--- config.mk ---
export PLATFORM = sky130hd
export DESIGN_NAME = hub_lock_bank
export DESIGN_NICKNAME = d
export VERILOG_FILES = /design/src/rtl/hub_lock_bank.sv
export SDC_FILE = /design/constraint.sdc
export NUM_CORES = 1
export LEC_CHECK = 0
export BUFFER_PORTS_ARGS = -buffer_cell sky130_fd_sc_hd__buf_2
export CORE_AREA = 2 2 257 259
export DETAILED_ROUTE_END_ITERATION = 10
export DIE_AREA = 0 0 259 261
export MAX_ROUTING_LAYER = met4
export SYNTH_ARGS = -nofsm -noshare
export SYNTH_HDL_FRONTEND = slang
export SYNTH_SLANG_ARGS = --single-unit
--- constraint.sdc ---
create_clock -name clk -period 2.9 [get_ports clk]
set_clock_uncertainty 0.2 [all_clocks]
set_input_delay 0.435 -clock clk [delete_from_list [all_inputs] [get_ports clk]]
set_output_delay 0.435 -clock clk [all_outputs]
set_load 0.005 [all_outputs]
--- src/rtl/hub_lock_bank.sv ---
module hub_lock_bank #(
  parameter int NCORE = 16,
  parameter int NLOCK = 16,
  localparam int CW = $clog2(NCORE),
  localparam int LW = $clog2(NLOCK)
) (
  input  logic                   clk,
  input  logic                   rst_n,
  input  logic [NCORE-1:0]       claim_req,
  input  logic [NCORE*LW-1:0]    claim_id,
  input  logic [NCORE*NLOCK-1:0] clr_mask,
  input  logic [NCORE*NLOCK-1:0] watch_mask,
  output logic [CW-1:0]          slot,
  output logic [NLOCK-1:0]       lock_state,
  output logic [NCORE-1:0]       claim_ack,
  output logic [NCORE-1:0]       claim_ok,
  output logic [NCORE-1:0]       rel_evt
);

  logic [CW-1:0]    slot_q;
  logic [NLOCK-1:0] lock_q;
  logic [NLOCK-1:0] clr_any;
  logic [NLOCK-1:0] kept;
  logic [NLOCK-1:0] set_vec;
  logic [NCORE-1:0] ack_q, ok_q;
  logic [LW-1:0]    id_sel;
  logic             req_sel, grant;

  always_comb begin
    clr_any = '0;
    for (int c = 0; c < NCORE; c++)
      clr_any |= clr_mask[c*NLOCK +: NLOCK];
  end

  assign req_sel = claim_req[slot_q];
  assign id_sel  = claim_id[slot_q*LW +: LW];
  assign kept    = lock_q & ~clr_any;
  assign grant   = req_sel & ~kept[id_sel];
  assign set_vec = grant ? (NLOCK'(1) << id_sel) : '0;

  always_ff @(posedge clk) begin
    if (!rst_n) begin
      slot_q <= '0;
      lock_q <= '0;
      ack_q  <= '0;
      ok_q   <= '0;
    end else begin
      slot_q <= (slot_q == CW'(NCORE-1)) ? '0 : slot_q + 1'b1;
      lock_q <= kept | set_vec;
      ack_q  <= req_sel ? (NCORE'(1) << slot_q) : '0;
      ok_q   <= grant ? (NCORE'(1) << slot_q) : '0;
    end
  end

  for (genvar c = 0; c < NCORE; c++) begin : g_evt
    assign rel_evt[c] = |(watch_mask[c*NLOCK +: NLOCK] & lock_q & clr_any);
  end

  assign slot       = slot_q;
  assign lock_state = lock_q;
  assign claim_ack  = ack_q;
  assign claim_ok   = ok_q;

endmodule

After elaboration in Yosys (flattened, before gate mapping). Index checks and enable logic that the tools add are counted.

Output and inout bits: 68. Bits of input ports: 594. Register bits: 52.

Shifts and indexed selects: 3. Mux-type cells: 5. $add $sub $neg: 1. Equal/unequal tests: 1. Order comparisons: 2. Reduce and logical (&&, ||, !) cells: 19. Bitwise operators: 53.

Operators with widths (number): $and A16 B16 Y16 (33); $or A16 B16 Y16 (16); $reduce_or A16 Y1 (16); $shiftx A64 B7 Y4 (1); $shl A1 B4 Y16 const A (2); $mux W16 (1); $not A16 Y16 (1); $lt A4 B5 Y1 const B (2); $bmux W1 S4 (2); $add A4 B1 Y4 const B (1); $eq A4 B4 Y1 const B (1); $reduce_and A2 Y1 (2); $mux W1 (2); $not A1 Y1 (2); $reduce_or A2 Y1 (1); $and A1 B1 Y1 (1).

Logic depth before layout (Yosys ltp). Gate-level depths: netlist of run 1.

Word-level depth: 23. Gate-level depth with buffers: 11. Depth with buffers taken out: 8.

Least setup slack after synthesis of run 1. No wires, ideal clock.

Path kind: register to register. Start: register slot_q[0] (netlist: slot[0]). End: register ok_q[12] (netlist: claim_ok[12]). Required time: 2.622 ns. Stages on the path, launching flop included: 9. Setup slack: -0.074 ns. Data arrival time: 2.695 ns. Setup time: 0.078 ns. Path buffers: 2. Clock period less this slack: 2.974 ns. Path through: dfxtp_1 buf_6 mux4_2 mux2_2 o21ai_2 mux2_2 a221o_1 buf_6 nor3_1.

Cells in the longest elaborated chain, start to end: 6. Elaborated cells between the ends (all ways): 9.

RTL lines: start: declaration (RTL line 20) `logic [CW-1:0] slot_q;`; start signal: assignment (RTL line 48) `slot_q <= (slot_q == CW'(NCORE-1)) ? '0 : slot_q + 1'b1;`; $shiftx A64 B7 Y4 (RTL line 36) `assign id_sel = claim_id[slot_q*LW +: LW];`; $bmux W1 S4 (RTL line 38) `assign grant = req_sel & ~kept[id_sel];`; $mux W1 (not written as such) (RTL line 38); $not A1 Y1 (RTL line 38); $and A1 B1 Y1 (RTL line 38); $reduce_and A2 Y1 (no source line); end signal: assignment (RTL line 51) `ok_q <= grant ? (NCORE'(1) << slot_q) : '0;`; end: declaration (RTL line 25) `logic [NCORE-1:0] ack_q, ok_q;`.

Parallel ways exist; a longest one is shown, timed or not. The select of a mux whose other input is x is not followed. A chain may end at the register's enable or synchronous reset.

Final worst setup path of run 1.
Start: input port clr_mask[193]. End: output port rel_evt[3].

Cells in the longest elaborated chain, start to end: 6.

RTL lines: start: declaration (RTL line 11) `input logic [NCORE*NLOCK-1:0] clr_mask,`; $or A16 B16 Y16 (4 in series) (RTL line 32) `clr_any |= clr_mask[c*NLOCK +: NLOCK];`; $and A16 B16 Y16 (RTL line 56) `assign rel_evt[c] = |(watch_mask[c*NLOCK +: NLOCK] & lock_q & clr_any);`; $reduce_or A16 Y1 (RTL line 56); end: declaration (RTL line 17) `output logic [NCORE-1:0] rel_evt`.

Every way passes these cells.

==> results of run 1 <==
synth_stat cells (2+ instances only):
library cell	count	share of area (%)
o21ai_0	6	0.65
buf_4	2	0.32
mux2_2	7	1.7
and4_1	8	1.5
buf_6	5	1.2
nor3_1	17	1.8
o22ai_1	8	1.1
dfxtp_1	52	22
a2bb2o_1	5	1.1
mux4_2	20	9.7
nor4_1	64	8.6
inv_1	16	1.3
or3_1	2	0.27
nor2b_1	13	1.8
mux2i_1	9	1.9
a21oi_1	6	0.65
ha_1	6	1.6
and3b_1	2	0.38
a22o_1	64	12
a221oi_1	64	12
or2_2	9	1.2
clkbuf_1	37	3.0
o211a_1	2	0.43
nand2b_1	4	0.54
nand2_1	20	1.6
and2b_1	2	0.32
and2_1	12	1.6
and3_1	3	0.40
nand3_1	6	0.65
nand4_1	24	3.2
o32ai_1	2	0.38
nor2_1	15	1.2
metrics by stage:
stage / instances / hold WS, ns / utilization, %
floorplan: 529 / 0.284 / -
global placement: 2107 / 0.339 / 15.0
detailed placement: 2107 / 0.339 / 15.0
CTS: 2132 / 0.264 / 16.1
global route: 2146 / 0.278 / 17.1
finish: 2147 / 0.268 / 17.1
area by class of cell:
cell class,instances,area [µm²]
fill,7325,53900
timing repair buffer,779,4570
multi-input combinational,415,4190
tap,864,1080
sequential,52,1040
clock buffer,5,125
inverter,16,60.1
antenna,13,32.5
clock inverter,3,26.3
power breakdown:
part / switching (mW) / leakage, nW / internal (mW)
clock network: 0.318 / 0.0680 / 0.327
logic: 0.641 / 4.64 / 0.744
registers: 0.0131 / 0.421 / 0.730
total: 0.972 / 5.12 / 1.80
logic make-up after synthesis:
| family | count (synthesis) | synth area share, % |
|---|---|---|
| multiplexers | 36 | 13.4 |
| buffers and inverters | 62 | 6.02 |
| AND/OR/NAND/NOR | 204 | 25.8 |
| flip-flops | 52 | 22.5 |
| XOR/XNOR | 1 | 0.189 |
| adder cells (fa/ha/maj) | 6 | 1.62 |
| AO/OA/AOI/OAI | 168 | 30.5 |
per-layer routing:
metal	global-route usage, %	vias to the layer above	share of wire (%)
li1	-	3727	-
met1	14.8	3844	37
met2	24.6	606	50
met3	3.78	111	9.6
met4	3.77	0	3.3
met5	-	-	0
flip-flops by register name, summed over array words and instances (netlist names):
| signal | count |
|---|---|
| claim_ack | 16 |
| lock_state | 16 |
| slot | 4 |
| claim_ok | 16 |
timing repair:
action | in CTS | in global routing
hold endpoints to repair | 0 | 0
endpoints found under the setup margin | 36 | 38
resized for setup | 89 | 112
pin swaps | 32 | 50
cloned | 1 | 0
hold buffers | 0 | 0
setup buffers | 16 | 5
critical path, cell delays in order:
cell and delay, ns:
buf_6 0.09, nor4_4 0.36, nand4_1 0.22, buf_4 0.19
and2_4 0.20, buf_6 0.15, a22o_1 0.26, a221oi_2 0.22
nand4_1 0.18, buf_2 0.17
worst max path at each step:
| stage | startpoint | to | slack [ns] | cells past startpoint |
|---|---|---|---|---|
| after floorplan | slot[0] | claim_ok[12] | -0.003 | 9 |
| after global placement | clr_mask[177] | rel_evt[13] | -1.06 | 10 |
| after detailed placement | clr_mask[177] | rel_evt[13] | -0.96 | 10 |
| after CTS | clr_mask[225] | rel_evt[13] | -0.38 | 10 |
| after global routing | clr_mask[193] | rel_evt[13] | -0.29 | 9 |
| final | clr_mask[193] | rel_evt[3] | -0.23 | 10 |
==> impl_metrics.tcl, run 1 <==
set metrics [dict create \
    hpwl_um 41800 \
    min_path_cells 3 \
    min_delay_worst_endpoint "slot[0]" \
    reg2reg_slack_ns -0.11 \
    holdCritStartpoint "rst_n" \
    placed_cell_area_um2 9730 \
    layout_common_cells "buf_2, buf_4, a22o_1, dfxtp_1, a221oi_2" \
    core_area_um2 65000 \
    vias 8288 \
    fp.dieH_um 261 \
    boundaryPins 662 \
    slew_violations 0 \
    grt_pass1_vias 8338 \
    finalHoldViolCount 0 \
    max_cap_viol_count 0 \
    ys_warn_count 0 \
    htreeDepth 2 \
    clock_latency_ns 0.31 \
    initialDrtViolationCount 418 \
    ys_types 49 \
    overflow 0 \
    row_count 94 \
    clockBufferDepth 2 \
    die_w_um 259 \
    path_max_fanout 6 \
    fin_total_pwr_mw 2.77 \
    hold_path_class "in -> reg" \
    netlist_area_um2 4640 \
    clock-sinks 52 \
    crit_path_end_kind "output port" \
    final_nets 1869 \
    required_ns 2.27 \
    layout_commonest_cell "buf_2" \
    drtPass1Iterations 5 \
    grt_start_max_net_pins 19 \
    r2r_cells 9 \
    drc 0 \
    grt_pass1_wl_um 61900 \
    cts-root-buf "clkbuf_16" \
    synthCells 529 \
    relSlewSlack_pct 52.9 \
    pre_cts_slack_ns -0.961 \
    period_share_pct 108 \
    synth_fp_nets 1129 \
    antenna_found_initial 30 \
    finalWorstSetupSlack_ns -0.230 \
    tns_ns -2.41 \
    fmax_mhz 320 \
    cts_made_buffers 5 \
    port_buffers 661 \
    avgSynthCellArea_um2 8.77 \
    detail-route-antenna-nets 0 \
    crit_path_start_kind "input port" \
    p_per_area_nw_per_um2 249 \
    vias_per_cell 3.86 \
    cts_tree "built" \
    cp_data_arrival_time_ns 2.49 \
    violations "negative setup slack" \
    synth-seq-cells 52 \
    r2r_end "claim_ok[0]" \
    drive_gt1_share_pct 75.0 \
    routed_wl_um 49200 \
    worstSetupPathType "in -> out" \
    wire_per_inst_um 22.9 \
    peakVddDrop_v 0.000210 \
    path_clk_slew_ns 0.08 \
    finalWeightedCongestion 0.877 \
    seq_area_frac_synth_pct 22.5 \
    synthFlopType "dfxtp_1" \
    worst_pin_slew_ns 0.707 \
    rsz0062_at_grt "yes" \
    outcome "finished with violations" \
    synthToLayoutAreaGrowth_pct 140 \
    setup_violations 34 \
    grt_use_total_pct 13.7 \
    synth_edf_count 0 \
    design_area_um2 11100 \
    ys_async_sr_fraction_pct 0 \
    r2r_start "slot[0]" \
    initial_utilization_pct 7.13 \
    die_area_um2 67600 \
    power.leakage_nw 5.12 \
    finalWorstPathRequiredPeriod_ns 3.13 \
]
Power figures use the tool's default switching activity.
==> run 2, diff against run 1 <==
Settings changed: CTS_CLUSTER_DIAMETER from default to 40, SETUP_SLACK_MARGIN from default to 0.15.
==> run 2 against run 1 <==
- the run still ends with negative setup slack left
- sequential share of layout area hardly changed
- non-clock buffer count is 11 higher
- wire length is 9.4% lower
- register-to-register slack worse by 0.02 ns
- sequential cell count stayed put
- count of clock-buffer cells in the layout stayed put
- critical path type unchanged
- critical path depth is 1 lower
- first-iteration DRC count is 3.6% higher
- combinational power hardly changed
- via count is 0.25% lower
- final cell count is 0.28% higher
==> impl_metrics.tcl, run 2 (synthesis gave the netlist of run 1 again) <==
set metrics [dict create \
    outcome "finished with violations" \
    violations "negative setup slack" \
    r2r_start "slot[0]" \
    wire_per_inst_um 20.7 \
    r2r_cells 10 \
    die_w_um 259 \
    power.leakage_nw 5.15 \
    drtPass1Iterations 5 \
    holdCritStartpoint "rst_n" \
    clock_latency_ns 0.30 \
    port_buffers 661 \
    finalWorstPathRequiredPeriod_ns 3.21 \
    hpwl_um 37400 \
    drive_gt1_share_pct 74.4 \
    multi_input_area_um2 4040 \
    initialDrtViolationCount 433 \
    placed_cells 2114 \
    cts_tree "built" \
    finalWeightedCongestion 0.849 \
    hold_path_class "in -> reg" \
    max_cap_viol_count 0 \
    initial_utilization_pct 7.13 \
    peakVddDrop_v 0.000215 \
    clock-sinks 52 \
    fill_cells 7312 \
    detail-route-antenna-nets 0 \
    fin_total_pwr_mw 2.79 \
    crit_path_start_kind "input port" \
    r2r_end "claim_ok[5]" \
    period_share_pct 111 \
    cp_data_arrival_time_ns 2.58 \
    antenna_found_initial 14 \
    grt_use_total_pct 12.4 \
    grt_start_max_net_pins 19 \
    fmax_mhz 311 \
    min_delay_worst_endpoint "slot[1]" \
    rsz0062_at_grt "yes" \
    seqCellArea_um2 1050 \
    routed_wl_um 44600 \
    vias 8267 \
    overflow 0 \
    layout_commonest_cell "buf_2" \
    layout_common_cells "buf_2, buf_4, a22o_1, dfxtp_1, nor4_1" \
    finalHoldViolCount 0 \
    final_nets 1880 \
    p_per_area_nw_per_um2 251 \
    required_ns 2.27 \
    relSlewSlack_pct 51.6 \
    hold_slack_ns 0.271 \
    core_area_um2 65000 \
    finalWorstSetupSlack_ns -0.311 \
    reg2reg_slack_ns -0.13 \
    crit_path_end_kind "output port" \
    hold_buffers 0 \
    vias_per_cell 3.84 \
    grt_pass1_vias 8174 \
    clockBufferDepth 2 \
    cts-root-buf "clkbuf_16" \
    path_clk_slew_ns 0.08 \
    worstSetupPathType "in -> out" \
    slew_violations 0 \
    fin_cells 2153 \
    tns_ns -4.93 \
    die_area_um2 67600 \
    boundaryPins 662 \
    setup_violations 32 \
    drc 0 \
    htreeDepth 2 \
    grt_pass1_wl_um 57600 \
    fp.dieH_um 261 \
    worst_pin_slew_ns 0.723 \
    synthToLayoutAreaGrowth_pct 140 \
    cts_made_buffers 5 \
    path_max_fanout 14 \
    min_path_cells 2 \
    row_count 94 \
]
[run 2: changes by cell type in the layout (fill, tap and decap cells not counted), sizes merged]
cell	before	now
clkbuf	6	5
clkinvlp	2	1
diode	13	8
buf	778	790
clkinv	0	1
[run 2: worst max path at each step]
stage,end,slack (ns),startpoint
3_3_place_gp,rel_evt[13],-0.54,clr_mask[177]
2_1_floorplan,claim_ok[13],0.02,slot[0]
5_1_grt,rel_evt[7],-0.37,clr_mask[225]
6_report,rel_evt[13],-0.31,clr_mask[20]
3_5_place_dp,rel_evt[13],-0.52,clr_mask[17]
4_1_cts,rel_evt[13],-0.33,clr_mask[113]
[run 2: per-stage QoR]
| stage | area (µm²) | setup slack [ns] | utilization, % |
|---|---|---|---|
| after floorplan | 4700 | 0.0234 | - |
| after global placement | 9930 | -0.541 | 15.3 |
| after detailed placement | 9930 | -0.515 | 15.3 |
| after CTS | 10700 | -0.333 | 16.4 |
| after global routing | 11100 | -0.372 | 17.1 |
| final | 11100 | -0.311 | 17.1 |
[run 2: power breakdown]
part	internal, mW	switching [mW]	leakage, nW
clock network	0.329	0.308	0.0720
logic	0.764	0.641	4.66
registers	0.730	0.0164	0.421
[run 2: repair_timing]
item	CTS	global route
gates cloned	1	0
setup buffers	10	12
setup endpoints to repair	48	48
resized for setup	93	66
pin swaps	39	33
hold endpoints to repair	0	0
[run 2: area by class of cell]
type,count,area share [%]
inverter,16,0.540
multi-input combinational,415,36.3
clock buffer,5,1.12
timing repair buffer,790,42.5
sequential,52,9.42
antenna,8,0.180
clock inverter,3,0.247
tap,864,9.71
[run 2: metal layers]
| layer | global-route usage (%) | vias to the layer above | part of all wire (%) |
|---|---|---|---|
| met4 | 3.28 | 0 | 2.9 |
| met1 | 13.6 | 3866 | 37 |
| met5 | - | - | 0 |
| li1 | - | 3748 | - |
| met2 | 22.2 | 591 | 51 |
| met3 | 3.26 | 62 | 8.8 |
[run 2: worst max-delay path, stage by stage]
cell and delay [ns]:
buf_2 0.10, nor4_1 0.33, nand4_1 0.28, and2_1 0.28, buf_12 0.16, buf_4 0.15, a221oi_1 0.27, nand4_1 0.30
buf_2 0.24
